<file path="config.mk">
export PLATFORM = sky130hd
export DESIGN_NAME = ptp_evt_stamp
export DESIGN_NICKNAME = d
export VERILOG_FILES = /design/src/rtl/ptp_stamp_pkg.sv /design/src/rtl/ptp_time_ctr.sv /design/src/rtl/ptp_frame_parse.sv /design/src/rtl/ptp_rec_fifo.sv /design/src/rtl/ptp_evt_stamp.sv
export SDC_FILE = /design/constraint.sdc
export NUM_CORES = 1
export LEC_CHECK = 0
export CORE_ASPECT_RATIO = 2
export CORE_MARGIN = 4
export CORE_UTILIZATION = 50
export CTS_CLUSTER_DIAMETER = 200
export DETAILED_ROUTE_END_ITERATION = 12
export PLACE_DENSITY = 0.86
export REMOVE_ABC_BUFFERS = 1
export SYNTH_ARGS = -nofsm -noshare
export SYNTH_HDL_FRONTEND = slang
export SYNTH_HIERARCHICAL = 1
export SYNTH_SLANG_ARGS = --single-unit
</file>
<file path="constraint.sdc">
create_clock -name clk -period 5.23 [get_ports clk]
set_input_delay 1.046 -clock clk [delete_from_list [all_inputs] [get_ports clk]]
set_output_delay 1.046 -clock clk [all_outputs]
set_load 0.01 [all_outputs]
</file>
<file path="src/rtl/ptp_stamp_pkg.sv">
`timescale 1ns/1ps
package ptp_stamp_pkg;
    localparam logic [15:0] SYNC_ETYPE = 16'h88F7;
    localparam int          SEC_W      = 48;
    localparam int          NS_W       = 32;
    localparam int          TS_W       = SEC_W + NS_W;
    localparam int          POS_W      = 6;
    localparam logic [POS_W-1:0] POS_MAX    = '1;
    localparam logic [POS_W-1:0] POS_ET_HI  = 6'd12;
    localparam logic [POS_W-1:0] POS_ET_LO  = 6'd13;
    localparam logic [POS_W-1:0] POS_MTYPE  = 6'd14;
    localparam logic [POS_W-1:0] POS_RSV0   = 6'd30;
    localparam logic [POS_W-1:0] POS_RSV1   = 6'd31;
    localparam logic [POS_W-1:0] POS_RSV2   = 6'd32;
    localparam logic [POS_W-1:0] POS_RSV3   = 6'd33;
    localparam logic [POS_W-1:0] POS_SEQ_HI = 6'd44;
    localparam logic [POS_W-1:0] POS_SEQ_LO = 6'd45;

    typedef struct packed {
        logic            dir;
        logic [3:0]      mtype;
        logic [15:0]     seq;
        logic [SEC_W-1:0] sec;
        logic [NS_W-1:0]  ns;
    } stamp_rec_t;

    localparam int REC_W = $bits(stamp_rec_t);
endpackage

</file>
<file path="src/rtl/ptp_time_ctr.sv">
`timescale 1ns/1ps
module ptp_time_ctr
    import ptp_stamp_pkg::*;
#(
    parameter int NS_STEP = 4
) (
    input  logic             clk,
    input  logic             rst_n,
    input  logic             load,
    input  logic [SEC_W-1:0] load_sec,
    input  logic [NS_W-1:0]  load_ns,
    output logic [SEC_W-1:0] sec,
    output logic [NS_W-1:0]  ns
);
    localparam logic [NS_W:0] NS_WRAP = 33'd1_000_000_000;
    localparam logic [NS_W:0] STEP    = (NS_W+1)'(NS_STEP);

    typedef struct packed {
        logic [SEC_W-1:0] sec;
        logic [NS_W-1:0]  ns;
    } ctr_t;

    ctr_t c_d, c_q;
    logic [NS_W:0] sum;

    always_comb begin
        c_d = c_q;
        sum = {1'b0, c_q.ns} + STEP;
        if (load) begin
            c_d.sec = load_sec;
            c_d.ns  = load_ns;
        end else if (sum >= NS_WRAP) begin
            c_d.ns  = NS_W'(sum - NS_WRAP);
            c_d.sec = c_q.sec + 1'b1;
        end else begin
            c_d.ns  = sum[NS_W-1:0];
        end
    end

    always_ff @(posedge clk) begin
        if (!rst_n) c_q <= '0;
        else        c_q <= c_d;
    end

    assign sec = c_q.sec;
    assign ns  = c_q.ns;


    ns_range_chk: assert property (@(posedge clk) disable iff (!rst_n)
        !$past(load) |-> c_q.ns < NS_WRAP[NS_W-1:0]);


    ns_carry_chk: assert property (@(posedge clk) disable iff (!rst_n)
        (!load && ({1'b0, c_q.ns} + STEP >= NS_WRAP)) |=> c_q.sec == $past(c_q.sec) + 1'b1);
endmodule

</file>
<file path="src/rtl/ptp_frame_parse.sv">
`timescale 1ns/1ps
module ptp_frame_parse
    import ptp_stamp_pkg::*;
(
    input  logic             clk,
    input  logic             rst_n,
    input  logic [SEC_W-1:0] now_sec,
    input  logic [NS_W-1:0]  now_ns,
    input  logic             din_valid,
    input  logic             din_sof,
    input  logic             din_eof,
    input  logic             din_dir,
    input  logic [7:0]       din_data,
    input  logic             inband_en,
    output logic [7:0]       dout_data,
    output logic             push,
    output stamp_rec_t       rec
);
    typedef struct packed {
        logic             active;
        logic [POS_W-1:0] pos;
        logic             dir;
        logic [7:0]       et_hi;
        logic             eth_ok;
        logic             evt;
        logic [3:0]       mtype;
        logic [7:0]       seq_hi;
        logic [TS_W-1:0]  ts;
    } prs_t;

    prs_t s_d, s_q;
    logic take;
    logic [POS_W-1:0] pos;
    logic dir_now;
    logic rx_inband;

    always_comb begin
        s_d       = s_q;
        push      = 1'b0;
        dout_data = din_data;
        take      = din_valid && (din_sof || s_q.active);
        pos       = din_sof ? '0 : s_q.pos;
        dir_now   = din_sof ? din_dir : s_q.dir;
        rx_inband = inband_en && !dir_now;
        rec       = '{dir: dir_now, mtype: s_q.mtype, seq: {s_q.seq_hi, din_data},
                      sec: s_q.ts[TS_W-1:NS_W], ns: s_q.ts[NS_W-1:0]};
        if (take) begin
            if (din_sof) begin
                s_d.ts     = {now_sec, now_ns};
                s_d.dir    = din_dir;
                s_d.eth_ok = 1'b0;
                s_d.evt    = 1'b0;
            end
            s_d.active = !din_eof;
            s_d.pos    = (pos == POS_MAX) ? pos : pos + 1'b1;
            case (pos)
                POS_ET_HI:  s_d.et_hi  = din_data;
                POS_ET_LO:  s_d.eth_ok = ({s_q.et_hi, din_data} == SYNC_ETYPE);
                POS_MTYPE: begin
                    s_d.mtype = din_data[3:0];
                    s_d.evt   = s_q.eth_ok && (din_data[3:0] <= 4'd3);
                end
                POS_SEQ_HI: s_d.seq_hi = din_data;
                POS_SEQ_LO: push = s_q.evt && !rx_inband;
                default: ;
            endcase
            if (s_q.evt && rx_inband) begin
                case (pos)
                    POS_RSV0: dout_data = s_q.ts[31:24];
                    POS_RSV1: dout_data = s_q.ts[23:16];
                    POS_RSV2: dout_data = s_q.ts[15:8];
                    POS_RSV3: dout_data = s_q.ts[7:0];
                    default: ;
                endcase
            end
        end
    end

    always_ff @(posedge clk) begin
        if (!rst_n) s_q <= '0;
        else        s_q <= s_d;
    end


    ts_hold_chk: assert property (@(posedge clk) disable iff (!rst_n)
        !(din_valid && din_sof) |=> $stable(s_q.ts));


    pass_thru_chk: assert property (@(posedge clk) disable iff (!rst_n)
        (dout_data != din_data) |-> (take && inband_en && s_q.evt));
endmodule

</file>
<file path="src/rtl/ptp_rec_fifo.sv">
`timescale 1ns/1ps
module ptp_rec_fifo
    import ptp_stamp_pkg::*;
#(
    parameter int DEPTH = 4
) (
    input  logic       clk,
    input  logic       rst_n,
    input  logic       push,
    input  stamp_rec_t wdata,
    input  logic       pop,
    input  logic       ovf_clr,
    output stamp_rec_t rdata,
    output logic       nonempty,
    output logic       ovf
);
    localparam int AW = (DEPTH > 1) ? $clog2(DEPTH) : 1;
    localparam logic [AW:0] FULL = (AW+1)'(DEPTH);

    typedef struct packed {
        logic [AW-1:0] wp;
        logic [AW-1:0] rp;
        logic [AW:0]   cnt;
        logic          ovf;
    } fq_t;

    fq_t f_d, f_q;
    stamp_rec_t mem_d [DEPTH];
    stamp_rec_t mem_q [DEPTH];
    logic do_pop, do_push;

    always_comb begin
        f_d     = f_q;
        mem_d   = mem_q;
        do_pop  = pop && (f_q.cnt != '0);
        do_push = push && ((f_q.cnt != FULL) || do_pop);
        if (ovf_clr) f_d.ovf = 1'b0;
        if (push && !do_push) f_d.ovf = 1'b1;
        if (do_push) begin
            mem_d[f_q.wp] = wdata;
            f_d.wp = (f_q.wp == AW'(DEPTH-1)) ? '0 : f_q.wp + 1'b1;
        end
        if (do_pop) f_d.rp = (f_q.rp == AW'(DEPTH-1)) ? '0 : f_q.rp + 1'b1;
        f_d.cnt = f_q.cnt + (AW+1)'(do_push) - (AW+1)'(do_pop);
    end

    always_ff @(posedge clk) begin
        if (!rst_n) f_q <= '0;
        else        f_q <= f_d;
    end

    always_ff @(posedge clk) begin
        mem_q <= mem_d;
    end

    assign rdata    = mem_q[f_q.rp];
    assign nonempty = (f_q.cnt != '0);
    assign ovf      = f_q.ovf;


    no_overflow_chk: assert property (@(posedge clk) disable iff (!rst_n)
        f_q.cnt <= FULL);


    ovf_set_chk: assert property (@(posedge clk) disable iff (!rst_n)
        (push && f_q.cnt == FULL && !pop) |=> (f_q.ovf && $stable(f_q.cnt)));


    ovf_sticky_chk: assert property (@(posedge clk) disable iff (!rst_n)
        (f_q.ovf && !ovf_clr) |=> f_q.ovf);


    empty_pop_chk: assert property (@(posedge clk) disable iff (!rst_n)
        (pop && !push && f_q.cnt == '0) |=> f_q.cnt == '0);
endmodule

</file>
<file path="src/rtl/ptp_evt_stamp.sv">
`timescale 1ns/1ps
module ptp_evt_stamp
    import ptp_stamp_pkg::*;
#(
    parameter int NS_STEP = 4,
    parameter int DEPTH   = 4
) (
    input  logic        clk,
    input  logic        rst_n,
    input  logic        tm_load,
    input  logic [47:0] tm_load_sec,
    input  logic [31:0] tm_load_ns,
    output logic [47:0] cur_sec,
    output logic [31:0] cur_ns,
    input  logic        din_valid,
    input  logic        din_sof,
    input  logic        din_eof,
    input  logic        din_dir,
    input  logic [7:0]  din_data,
    input  logic        inband_en,
    output logic [7:0]  dout_data,
    input  logic        rd_en,
    output logic        rec_dir,
    output logic [3:0]  rec_mtype,
    output logic [15:0] rec_seq,
    output logic [47:0] rec_sec,
    output logic [31:0] rec_ns,
    input  logic        ovf_clr,
    output logic        ovf,
    output logic        irq
);
    stamp_rec_t wr_rec, rd_rec;
    logic       wr_push;

    ptp_time_ctr #(.NS_STEP(NS_STEP)) i_ctr (
        .clk(clk), .rst_n(rst_n), .load(tm_load), .load_sec(tm_load_sec),
        .load_ns(tm_load_ns), .sec(cur_sec), .ns(cur_ns)
    );

    ptp_frame_parse i_parse (
        .clk(clk), .rst_n(rst_n), .now_sec(cur_sec), .now_ns(cur_ns),
        .din_valid(din_valid), .din_sof(din_sof), .din_eof(din_eof),
        .din_dir(din_dir), .din_data(din_data), .inband_en(inband_en),
        .dout_data(dout_data), .push(wr_push), .rec(wr_rec)
    );

    ptp_rec_fifo #(.DEPTH(DEPTH)) i_fifo (
        .clk(clk), .rst_n(rst_n), .push(wr_push), .wdata(wr_rec),
        .pop(rd_en), .ovf_clr(ovf_clr), .rdata(rd_rec),
        .nonempty(irq), .ovf(ovf)
    );

    assign rec_dir   = rd_rec.dir;
    assign rec_mtype = rd_rec.mtype;
    assign rec_seq   = rd_rec.seq;
    assign rec_sec   = rd_rec.sec;
    assign rec_ns    = rd_rec.ns;


    seq_push_chk: assert property (@(posedge clk) disable iff (!rst_n)
        wr_push |=> irq);
endmodule

</file>
; ---- Word level (Yosys, flattened, before mapping)
; Cells that the tools add are included.
[totals]
out_inout_bits = 191
inputBits = 98
elab_cells = 114
ff_bits = 602
[classes]
eq_ne = 14
mux = 24
reduce_logical = 26
bitwise_logic = 2
add_sub_neg = 8
order_cmp = 5
[ops]
columns = operator, count
row1 = 404-bit bitwise mux, 1
row2 = 101-bit 2-to-1 mux, 3
row3 = 101-bit binary-select mux with 2-bit select, 1
row4 = 101-bit demux with 2-bit select, 1
row5 = 80-bit 2-to-1 mux, 1
row6 = 48-bit by 1-bit adder with 48-bit output (second input constant), 1
row7 = 48-bit 2-to-1 mux, 1
row8 = 32-bit by 3-bit adder with 33-bit output (second input constant), 1
row9 = 33-bit by 30-bit greater-or-equal comparator with 1-bit output (second input constant), 1
row10 = 32-bit 2-to-1 mux, 1
row11 = 8-bit one-hot mux with 4 select lines, 1
row12 = 32-bit by 30-bit subtractor with 32-bit output (second input constant), 1
row13 = 6-bit == test (second input constant), 5
row14 = 6-bit by 4-bit == test with 1-bit output (second input constant), 3
row15 = 16-bit == test (second input constant), 1
row16 = 8-bit 2-to-1 mux, 2
row17 = 6-bit by 5-bit == test with 1-bit output (second input constant), 2
row18 = 6-bit 2-to-1 mux, 2
row19 = 2-bit AND reduction, 6
row20 = 1-bit logical AND, 9
row21 = 2-bit nonzero test, 4
row22 = 6-bit by 1-bit adder with 6-bit output (second input constant), 1
row23 = 3-bit greater-or-equal comparator (second input constant), 2
row24 = 1-bit 2-to-1 mux, 6
row25 = other kinds (13), 22

; ---- Logic depth before layout (Yosys ltp)
[logic_depth]
depth_word = 11
ltp_mapped = 17
ltp_nobuf = 13

; ---- Modules after synthesis
; Netlist, hierarchy kept.
[by_module_without_submodules]
columns = module, seq_area_each_um2, instances, cells_each, area_each_um2
row1 = ptp_rec_fifo, 12291.8, 1, 582, 15128.3
row2 = ptp_time_ctr, 1601.5, 1, 778, 5843.1
row3 = ptp_frame_parse, 2202.1, 1, 671, 5526.6

; ---- Worst setup path after synthesis
; No wires, ideal clock.
[synth_timing]
path_kind = in2reg
startpoint = input port din_sof
endpoint = register i_fifo/mem_q[202] (netlist bit) (enable)
stages = 5
slack_ns = -0.050
required_ns = 4.758
arrival_ns = 4.808
setup_ns = 0.472
path_buffers = 2
path_cell_list = buf_2 > clkbuf_1 > mux2i_1 > a2111oi_0 > and3_1
[synth_between]
elab_chain_cells = 8
elab_cells_between_ends = 12
classes_between = eq/ne (1) / mux (4) / reduce/logical (7)
[synth_rtl]
columns = item, line_no
row1 = from (decl), ptp_evt_stamp.sv:16  ; input logic din_sof,
row2 = 1-bit 2-to-1 mux, ptp_frame_parse.sv:43  ; dir_now = din_sof ? din_dir : s_q.dir;
row3 = 1-bit zero test, ptp_frame_parse.sv:44  ; rx_inband = inband_en && !dir_now;
row4 = 1-bit logical AND, ptp_frame_parse.sv:44
row5 = 1-bit zero test, ptp_frame_parse.sv:64  ; POS_SEQ_LO: push = s_q.evt && !rx_inband;
row6 = 1-bit logical AND, ptp_frame_parse.sv:64
row7 = 1-bit 2-to-1 mux, ptp_frame_parse.sv:56  ; case (pos)
row8 = 1-bit 2-to-1 mux *, ptp_frame_parse.sv:47  ; if (take) begin
row9 = net wr_push, ptp_evt_stamp.sv:33  ; logic wr_push;
row10 = 1-bit logical AND *, ptp_rec_fifo.sv:36  ; do_push = push && ((f_q.cnt != FULL) || do_pop);
row11 = to (signal assigned), ptp_rec_fifo.sv:53  ; mem_q <= mem_d;
row12 = to (decl), ptp_rec_fifo.sv:29  ; stamp_rec_t mem_q [DEPTH];
; Mark *: on every way through the listed nets, which the timed path passes. The rest lies on a longest branch.
; A chain may end at the register's enable or synchronous reset.

; ---- Final worst setup path
[layout_timing]
startpoint = register i_ctr.c_q (netlist bit i_ctr/ns[3])
endpoint = register i_ctr.c_q (netlist bit i_ctr/sec[26])
[layout_between]
elab_chain_cells = 3
[layout_rtl]
columns = item, line_no
row1 = from (decl), ptp_time_ctr.sv:23  ; ctr_t c_d, c_q;
row2 = from (signal assigned), ptp_time_ctr.sv:41  ; if (!rst_n) c_q <= '0;
row3 = from (signal assigned), ptp_time_ctr.sv:42  ; else c_q <= c_d;
row4 = 32-bit by 3-bit adder with 33-bit output, ptp_time_ctr.sv:28  ; sum = {1'b0, c_q.ns} + STEP;
row5 = 33-bit by 30-bit greater-or-equal comparator with 1-bit output, ptp_time_ctr.sv:32  ; end else if (sum >= NS_WRAP) begin
row6 = 2-bit nonzero test (no line), -
; No other way between the ends.

==> key figures <==
Run status
  • Outcome: completed

Layout
  • Layout cells sized above 1: 11.9%
  • Commonest non-fill, non-tap cell in the layout: edfxtp_1
  • P&R area growth vs syn: 16.5%
  • ANT cells: 0
  • Fill cell count: 4018
  • Finished Core Util: 58.7%
  • Most frequent cells in the layout: edfxtp_1, clkdlybuf4s50_1, nand2_1
  • Fin nets: 2278

Die
  • Die Wd: 171 um
  • Row count: 119
  • Die area: 57000 um2
  • Starting density of the core: 50.4%
  • Core box area: 52600 um2
  • Die height: 334 um
  • I/O pins: 289

Place
  • Pre-CTS setup slack: 0.659 ns
  • PortBufs: 288
  • HPWL Detailed: 46700 um
  • RePlAce Congestion: 1.04

Synth
  • Syn Inst Count: 2031
  • Seq cells post-synth: 602
  • Async SR Flop Fraction: 0%
  • Synthesized cell area: 26500 um2
  • Cell variety after synth: 84
  • Synth warn: 6
  • Number of enable flip-flop cells after synthesis: 404
  • Register area share after synthesis: 60.7%
  • Ys flop type: edfxtp_1
  • Average cell area after synthesis: 13.0 um2

Route
  • Via count: 17700
  • Vias/cell: 6.17
  • Routed len/inst: 24.5 um
  • Residual DRC: 0
  • TritonRoute pass-1 iters: 7
  • Antenna-violating nets left: 0
  • Final WL: 70300 um
  • DRT iter0 DRCs: 1606

GRT
  • Largest net degree at the start of global routing: 151
  • Remaining global-route overflow: 0
  • Initial antenna violation count: 1
  • Vias in the first global route: 18200
  • First-pass GRT wire length: 106000 um
  • Tot GR Track Use: 24.4%

Critical path
  • Flop2flop setup slack: 0.50 ns
  • Worst-path maximum fanout: 99
  • Critical path endpoint category: register
  • Worst EP arrival: 5.24 ns
  • Setup crit start kind: register
  • R2R Path Start: i_ctr/ns[3]$_SDFF_PN0_
  • Worst setup path start: i_ctr/ns[3]$_SDFF_PN0_
  • CP Class: register to register
  • CP required: 5.74 ns

Timing
  • Endpoints failing hold: 0
  • Skew final: 0.0319 ns
  • Final slew viol count: 0
  • Max frequency: 0.211 GHz
  • Worst Tran Pin Value: 1.22 ns
  • Setup TNS: 0 ns
  • RSZ-0062 raised after global routing: false
  • Final setup violating endpoints: 0
  • Fin crit period: 4.73 ns
  • Worst Setup Slack, final: 0.497 ns
  • Worst slew margin: 18.5%
  • Period utilization: 90.5%

Clock tree
  • Clk root buf: clkbuf_16
  • Skew-Pair Late Insertion Delay: 0.59 ns
  • Clock-pin slew on the worst setup and hold paths: 0.07 ns
  • CTS buffer count: 50
  • Post-CTS Resized: 0
  • CTS Sinks: 602
  • Post-CTS Setup Bufs: 0
  • Clock Path Buffers: 3
  • Hold_buf cts: 0
  • H-tree lvl count: 2
  • CTS tree: done

Power and ir drop
  • Clock Power Share: 39.9%
  • Sequential Power Share: 53.6%
  • Switching power: 2.19 mW
  • Worst VDD drop: 0.000235 V
  • Switching share of power: 22.4%
  • Gate power share: 6.4%
  • Overall power: 9.80 mW
  • Int Power: 7.60 mW
  • Pwr Density: 317 nW/um2
  • Leak pwr: 10.1 nW

Hold path
  • Hold path start: i_parse/s_q[101]$_SDFFE_PN0P_
  • Hold Path Class: register to register

Job
  • Max-cap violations: 0
[worst max-delay path, cell delays in order, from the launching register on]
cell      delay, ns
dfxtp_1        0.49
ha_1           0.38
nand4_1        0.33
buf_4          0.28
or3_1          0.32
xor2_1         0.16
ha_1           0.23
a21oi_1        0.20
o21ba_2        0.23
o311ai_2       0.41
a31oi_1        0.22
and3_2         0.29
buf_12         0.19
or4_1          0.61
a31oi_1        0.19
[flip-flops by register name, summed over array words and instances, names as in the netlist]
name / flops
i_fifo/mem_q: 404
i_parse/rec: 92
i_ctr/sec: 48
i_ctr/ns: 32
i_parse/s_q: 18
i_fifo/f_q: 7
i_fifo/ovf: 1
[kinds of logic after synthesis]
| group | Yosys count | share of synthesized area [%] |
|---|---|---|
| AND/OR/NAND/NOR | 633 | 12.5 |
| flip-flops | 602 | 60.7 |
| AO/OA/AOI/OAI | 336 | 8.83 |
| buffers and inverters | 278 | 6.22 |
| multiplexers | 139 | 10.1 |
| XOR/XNOR | 31 | 1.02 |
| adder cells (fa/ha/maj) | 12 | 0.595 |
[area by class of cell]
| type | instances | area, um2 | area share (%) |
|---|---|---|---|
| sequential | 602 | 16100 | 52.2 |
| multi-input combinational | 1151 | 8790 | 28.5 |
| timing repair buffer | 319 | 3240 | 10.5 |
| clock buffer | 70 | 1460 | 4.73 |
| tap | 665 | 832 | 2.70 |
| clock inverter | 23 | 273 | 0.884 |
| inverter | 44 | 165 | 0.535 |
[power by group through the flow]
stage	registers [mW]	logic (mW)	clock network [mW]
2_1_floorplan	5.33	0.252	0
3_3_place_gp	5.35	0.601	0
3_5_place_dp	5.35	0.617	0
4_1_cts	5.25	0.622	3.99
5_1_grt	5.26	0.672	4.18
6_report	5.26	0.629	3.91
[cells in the mapped netlist (6+ instances only)]
master	count	area, um2
or4_1	41	308
nor4_1	9	56.3
mux2_1	8	90.1
nor2b_1	17	106
xor2_1	13	114
inv_1	44	165
o22ai_1	19	119
and2_1	15	93.8
xnor2_1	18	158
nor4_2	6	75.1
nand4b_1	6	52.6
nor2_1	58	218
nor4b_1	8	70.1
buf_2	24	120
buf_12	7	140
and3_1	27	169
dfxtp_1	198	3960
mux2i_1	26	260
buf_1	8	30.0
o31ai_1	32	240
a22o_1	8	70.1
a211oi_1	13	97.6
nor3_1	26	130
nand2b_1	6	37.5
mux4_2	101	2270
a21boi_1	6	45.0
nand3_1	72	360
a21boi_0	77	578
buf_4	110	826
o211ai_1	12	90.1
nand4_1	28	175
and4_1	18	158
nand2_1	261	980
ha_1	11	138
edfxtp_1	404	12100
o21ai_0	72	360
a31oi_1	34	213
clkbuf_1	79	297
a21oi_1	15	75.1
o211a_1	6	60.1
[stage by stage]
stage          hold WS, ns  cells  instance area, um2
6_report             0.468   2874               30900
5_1_grt              0.498   2874               30900
4_1_cts              0.464   2874               30900
3_5_place_dp         0.446   2781               29100
3_3_place_gp         0.439   2781               29100
2_1_floorplan        0.430   1797               25000
[path summary, 6_finish.rpt]
check,to,cells past startpoint
worst max-delay path,i_ctr/sec[26]$_SDFFE_PN0P_,14
worst min-delay path,i_parse/s_q[101]$_SDFFE_PN0P_,2
worst max register to register,i_ctr/sec[26]$_SDFFE_PN0P_,14
worst min register to register,i_parse/s_q[101]$_SDFFE_PN0P_,2
[routing by layer]
metal  global-route usage [%]  vias to the layer above  routed length (um)
met5                        0                        -                   6
met1                     27.6                     8716               24500
met3                     3.80                      256                4740
met2                     42.6                      870               36100
met4                     14.9                        2                5020
li1                         -                     7877                   -
Power figures use the tool's default switching activity.
